`src/rtl/rx_sio_pkg.sv`:
```
package rx_sio_pkg;
  typedef enum logic {
    MODE_BYTE = 1'b0,
    MODE_HALF = 1'b1
  } rx_mode_e;
endpackage

```
`src/rtl/rx_sck_edge.sv`:
```
module rx_sck_edge (
  input  logic clk_i,
  input  logic rst_ni,
  input  logic sck_i,
  output logic rise_o,
  output logic fall_o
);
  logic sck_q;

  always_ff @(posedge clk_i or negedge rst_ni) begin
    if (!rst_ni) sck_q <= 1'b0;
    else         sck_q <= sck_i;
  end

  assign rise_o = sck_i & ~sck_q;
  assign fall_o = ~sck_i & sck_q;
endmodule

```
`src/rtl/rx_byte_sreg.sv`:
```
module rx_byte_sreg #(
  parameter int W = 8
) (
  input  logic         clk_i,
  input  logic         rst_ni,
  input  logic         en_i,
  input  logic         sin_i,
  output logic [W-1:0] q_o,
  output logic         sout_o
);
  logic [W-1:0] q_q;

  // right shift: new bit enters MSB, oldest leaves at bit 0
  always_ff @(posedge clk_i or negedge rst_ni) begin
    if (!rst_ni)   q_q <= '0;
    else if (en_i) q_q <= {sin_i, q_q[W-1:1]};
  end

  assign q_o    = q_q;
  assign sout_o = q_q[0];
endmodule

```
`src/rtl/rx_frame_ctl.sv`:
```
module rx_frame_ctl
  import rx_sio_pkg::*;
#(
  parameter int BYTE_W = 8,
  localparam int WORD_W = 2 * BYTE_W,
  localparam int CNT_W  = $clog2(WORD_W)
) (
  input  logic     clk_i,
  input  logic     rst_ni,
  input  logic     rise_i,
  input  logic     fall_i,
  input  logic     start_i,
  input  logic     mode16_i,
  input  logic     rd_i,
  output logic     shift_o,
  output rx_mode_e mode_o,
  output logic     pend_o,
  output logic     active_o,
  output logic     ready_o
);
  logic             pend_q, active_q, ready_q;
  rx_mode_e         mode_q;
  logic [CNT_W-1:0] cnt_q;
  logic             last_bit;
  logic             open_frame;

  assign open_frame = rise_i & pend_q;
  assign shift_o    = fall_i & active_q;
  assign last_bit   = (mode_q == MODE_HALF) ? (cnt_q == CNT_W'(WORD_W - 1))
                                            : (cnt_q == CNT_W'(BYTE_W - 1));

  always_ff @(posedge clk_i or negedge rst_ni) begin
    if (!rst_ni) begin
      pend_q   <= 1'b0;
      active_q <= 1'b0;
      mode_q   <= MODE_BYTE;
      cnt_q    <= '0;
    end else if (open_frame) begin
      pend_q   <= 1'b0;
      active_q <= 1'b1;
      mode_q   <= rx_mode_e'(mode16_i);
      cnt_q    <= '0;
    end else begin
      if (start_i && !active_q) pend_q <= 1'b1;
      if (shift_o) begin
        cnt_q <= cnt_q + 1'b1;
        if (last_bit) active_q <= 1'b0;
      end
    end
  end

  always_ff @(posedge clk_i or negedge rst_ni) begin
    if (!rst_ni)                  ready_q <= 1'b0;
    else if (open_frame)          ready_q <= 1'b0;
    else if (shift_o && last_bit) ready_q <= 1'b1;
    else if (rd_i)                ready_q <= 1'b0;
  end

  assign mode_o   = mode_q;
  assign pend_o   = pend_q;
  assign active_o = active_q;
  assign ready_o  = ready_q;
endmodule

```
`src/rtl/dual_width_rx.sv`:
```
module dual_width_rx
  import rx_sio_pkg::*;
#(
  parameter int BYTE_W = 8,
  localparam int WORD_W = 2 * BYTE_W
) (
  input  logic              clk_i,
  input  logic              rst_ni,
  input  logic              sck_i,
  input  logic              sdi_i,
  input  logic              start_i,
  input  logic              mode16_i,
  input  logic              rd_i,
  output logic [WORD_W-1:0] data_o,
  output logic              ready_o
);
  logic     sck_rise, sck_fall, shift;
  logic     pend_q, active_q;
  rx_mode_e mode_q;

  logic [1:0]        lane_en, lane_sin, lane_sout;
  logic [BYTE_W-1:0] lane_q [2];

  rx_sck_edge u_edge (
    .clk_i  (clk_i),
    .rst_ni (rst_ni),
    .sck_i  (sck_i),
    .rise_o (sck_rise),
    .fall_o (sck_fall)
  );

  rx_frame_ctl #(.BYTE_W(BYTE_W)) u_ctl (
    .clk_i    (clk_i),
    .rst_ni   (rst_ni),
    .rise_i   (sck_rise),
    .fall_i   (sck_fall),
    .start_i  (start_i),
    .mode16_i (mode16_i),
    .rd_i     (rd_i),
    .shift_o  (shift),
    .mode_o   (mode_q),
    .pend_o   (pend_q),
    .active_o (active_q),
    .ready_o  (ready_o)
  );

  // lane 1 = upper byte, lane 0 = lower byte; mode gates the chain
  assign lane_sin[1] = sdi_i;
  assign lane_en[1]  = shift & (mode_q == MODE_HALF);
  assign lane_sin[0] = (mode_q == MODE_HALF) ? lane_sout[1] : sdi_i;
  assign lane_en[0]  = shift;

  for (genvar g = 0; g < 2; g++) begin : g_lane
    rx_byte_sreg #(.W(BYTE_W)) u_sreg (
      .clk_i  (clk_i),
      .rst_ni (rst_ni),
      .en_i   (lane_en[g]),
      .sin_i  (lane_sin[g]),
      .q_o    (lane_q[g]),
      .sout_o (lane_sout[g])
    );
  end

  always_comb begin
    data_o = '0;
    if (rd_i) begin
      data_o[BYTE_W-1:0] = lane_q[0];
      if (mode_q == MODE_HALF) data_o[WORD_W-1:BYTE_W] = lane_q[1];
    end
  end
endmodule

```
`config.mk`:
```
export PLATFORM = sky130hd
export DESIGN_NAME = dual_width_rx
export DESIGN_NICKNAME = d
export VERILOG_FILES = /design/src/rtl/rx_sio_pkg.sv /design/src/rtl/rx_sck_edge.sv /design/src/rtl/rx_byte_sreg.sv /design/src/rtl/rx_frame_ctl.sv /design/src/rtl/dual_width_rx.sv
export SDC_FILE = /design/constraint.sdc
export NUM_CORES = 1
export LEC_CHECK = 0
export BUFFER_PORTS_ARGS = -buffer_cell sky130_fd_sc_hd__clkbuf_2
export CAP_MARGIN = 20
export CORE_ASPECT_RATIO = 1.2
export CORE_MARGIN = 3
export CORE_UTILIZATION = 48
export DETAILED_ROUTE_END_ITERATION = 10
export PLACE_DENSITY = 0.74
export SYNTH_ARGS = -nofsm -noshare
export SYNTH_HDL_FRONTEND = slang
export SYNTH_HIERARCHICAL = 1
export SYNTH_SLANG_ARGS = --single-unit
```
`constraint.sdc`:
```
create_clock -name clk_i -period 1.5 [get_ports clk_i]
set_input_delay 0.225 -clock clk_i [delete_from_list [all_inputs] [get_ports clk_i]]
set_output_delay 0.225 -clock clk_i [all_outputs]
set_load 0.05 [all_outputs]
```
==> reports/metrics.yaml <==
pwr:
  p_total_mw: 2.706
  vdd_drop_max_uv: 951.1
  p_per_area_nw_per_um2: 1831
  leakagePower_nw: 0.7494
synthesis:
  ys_types: 26
  netlist_instances: 92
  synth.top_cell.area_share_pct: 51.07
  avgSynthCellArea_um2: 13.31
  synth_fp_nets: 100
  yosys.area.top_type: "dfrtp_1"
  ys_seq_elements: 25
  syn_area_um2: 1225
  ys_top_cells_by_area: "dfrtp_1 51%, mux2_4 20%, and2_1 4.6%"
  ys_warn_count: 6
  ys_seq_area_share_pct: 51.07
detailed_routing:
  via_per_inst: 4.954
  finalWirelength_um: 2028
  antenna_left: 0
  drt_first_pass_iters: 2
  drcViolationCount: 0
  drtIter0Drc: 6
  wl_per_cell_um: 13.43
  num_vias: 748
layout:
  n_fill_cell: 189
  stdcell_count: 151
  post_route_cells_drive_above_1_share_pct: 48.33
  utilization_pct: 62.79
  design_area_um2: 1478
  diodes: 0
  syn_to_final_growth_pct: 20.63
  layout.nets: 129
global_routing:
  grt_pass1_wl_um: 3381
  grt_max_degree: 26
  grt_usage_pct: 14.15
  overflow: 0
  grt_pass1_vias: 752
  grt_antenna_before_repair: 0
clocking:
  cts_tree: "yes"
  clk_pin_slew_worst_paths_ns: 0.13
  cts_root_buf: "clkbuf_4"
  htreeDepth: 1
  clock_latency_ns: 0.30
  clock-sinks: 25
  clockBufferDepth: 2
  numCtsBuffers: 3
timing:
  grt_setup_unrepaired: "yes"
  finClkSkew_ns: 0.008157
  period_share_pct: 96.22
  worst_pin_slew_ns: 0.6039
  slew_headroom_pct: 59.74
  fin_tns_setup_ns: 0
  finalHoldViolations: 0
  fin_hold_ws_ns: 0.04020
  timing.fmax_mhz: 692.9
  worst_slack_ns: 0.05674
  fin_crit_ns: 1.443
  drv_slew: 0
  setup_viol_count_final: 0
worst_setup_path:
  cp-startpoint: "u_ctl/mode_o"
  r2r-start: "u_ctl/mode_o"
  crit_path_start_kind: "flop"
  cp.required_ns: 1.27
  cp_data_arrival_time_ns: 1.22
  setup.worst_path.class: "reg -> out"
  cp-end-kind: "primary output"
  worst-path-max-fanout: 7
placement:
  gp_congestion: 0.7009
  pre_cts_slack_ns: 0.02648
  placed_cell_area_um2: 1355
  dp_hpwl_um: 1478
  numPlacedInstances: 144
  port_buffers: 23
die:
  io_pins: 24
  row_count: 19
  die_area_um2: 3197
  start_util_pct: 52.05
  die-width_um: 52.12
  core-area_um2: 2354
  die_y_um: 61.34
flow_run:
  max-cap-violations: 0
worst_hold_path:
  hold_start: "sck_i"
  hold_path.class: "in -> reg"
status:
  status: "finished, final reports clean"
[layout make-up]
type / count / area, um^2 / area share, %
clock buffer: 4 / 26.28 / 1.778
inverter: 1 / 3.754 / 0.2540
tap: 31 / 38.79 / 2.625
multi-input combinational: 60 / 543.0 / 36.75
sequential: 25 / 626.9 / 42.42
timing repair buffer: 30 / 239.0 / 16.17
[layer usage]
metal | track usage, % | share of wire [%] | vias up
li1 | - | - | 368
met1 | 17.84 | 45 | 370
met2 | 24.96 | 52 | 8
met3 | 2.179 | 2.7 | 2
met4 | 4.494 | 0.44 | 0
met5 | 0 | 0 | -
[cell families after synthesis]
group,after synthesis,synth area share [%]
AO/OA/AOI/OAI,5,2.247
XOR/XNOR,3,2.145
adder cells (fa/ha/maj),1,1.021
buffers and inverters,7,4.697
flip-flops,25,51.07
AND/OR/NAND/NOR,32,16.55
multiplexers,19,22.27
[final timing paths]
| path | end | slack (ns) | cells after the start |
|---|---|---|---|
| setup reg to reg | u_ctl/active_o | 0.09 | 4 |
| hold / removal | u_edge/sck_q | 0.04 | 1 |
| setup / recovery | data_o[13] | 0.06 | 3 |
| hold reg to reg | u_ctl/pend_o | 0.48 | 1 |
| max in group asynchronous | u_ctl/mode_o | 0.62 | 2 |
| min in group asynchronous | u_edge/sck_q | 0.44 | 2 |
[worst max-delay path, cell delays in order, from the launching register on]
cell and delay [ns]:
dfrtp_2 0.45, buf_6 0.13, and3_2 0.18, buf_8 0.15
[registers in the layout, indices dropped and copies added (netlist names)]
signal             flops
u_edge/sck_q           1
u_ctl/active_o         1
u_ctl/cnt_q            4
g_lane.u_sreg/q_o     16
u_ctl/ready_o          1
u_ctl/mode_o           1
u_ctl/pend_o           1
[repair_timing]
action	CTS	global route
endpoints found under the setup margin	6	16
hold buffers	1	0
resized for setup	13	14
endpoints found under the hold margin	25	0
buffers inserted	2	0
[cell usage in the layout, fill, tap and decap left out, drive strengths merged]
master and instances:
or3b 1, dlygate4sd3 1, inv 1, mux2 18, or3 1, nand3 3, dfrtp 25, xor2 3
buf 14, nor2b 1, and2 10, o21ai 1, ha 1, a21oi 3, nand2 3, and3 8
nor2 2, a21o 1, and2b 1, mux2i 1, clkbuf 19, nand2b 2
[cells in the mapped netlist]
cell type	count
o21ai_0	1
buf_6	3
a21oi_1	3
a21o_1	1
ha_1	1
inv_1	1
and2_1	9
nor2b_1	1
xor2_1	3
nand3_2	1
mux2_1	2
nor2_1	2
mux2i_1	1
dfrtp_1	25
or3_1	1
buf_4	2
and2b_2	1
nand2b_1	2
nand3_1	2
buf_2	1
and2_2	1
nand2_1	3
mux2_4	16
and3_2	6
or3b_1	1
and3_1	2
[power by group]
part / total (mW) / leakage (nW) / switching (mW) / internal [mW]
combinational: 1.24 / 0.419 / 0.609 / 0.636
sequential: 1.18 / 0.315 / 0.229 / 0.951
clock: 0.282 / 0.0150 / 0.178 / 0.103
total: 2.71 / 0.749 / 1.02 / 1.69
Power figures use the tool's default switching activity.
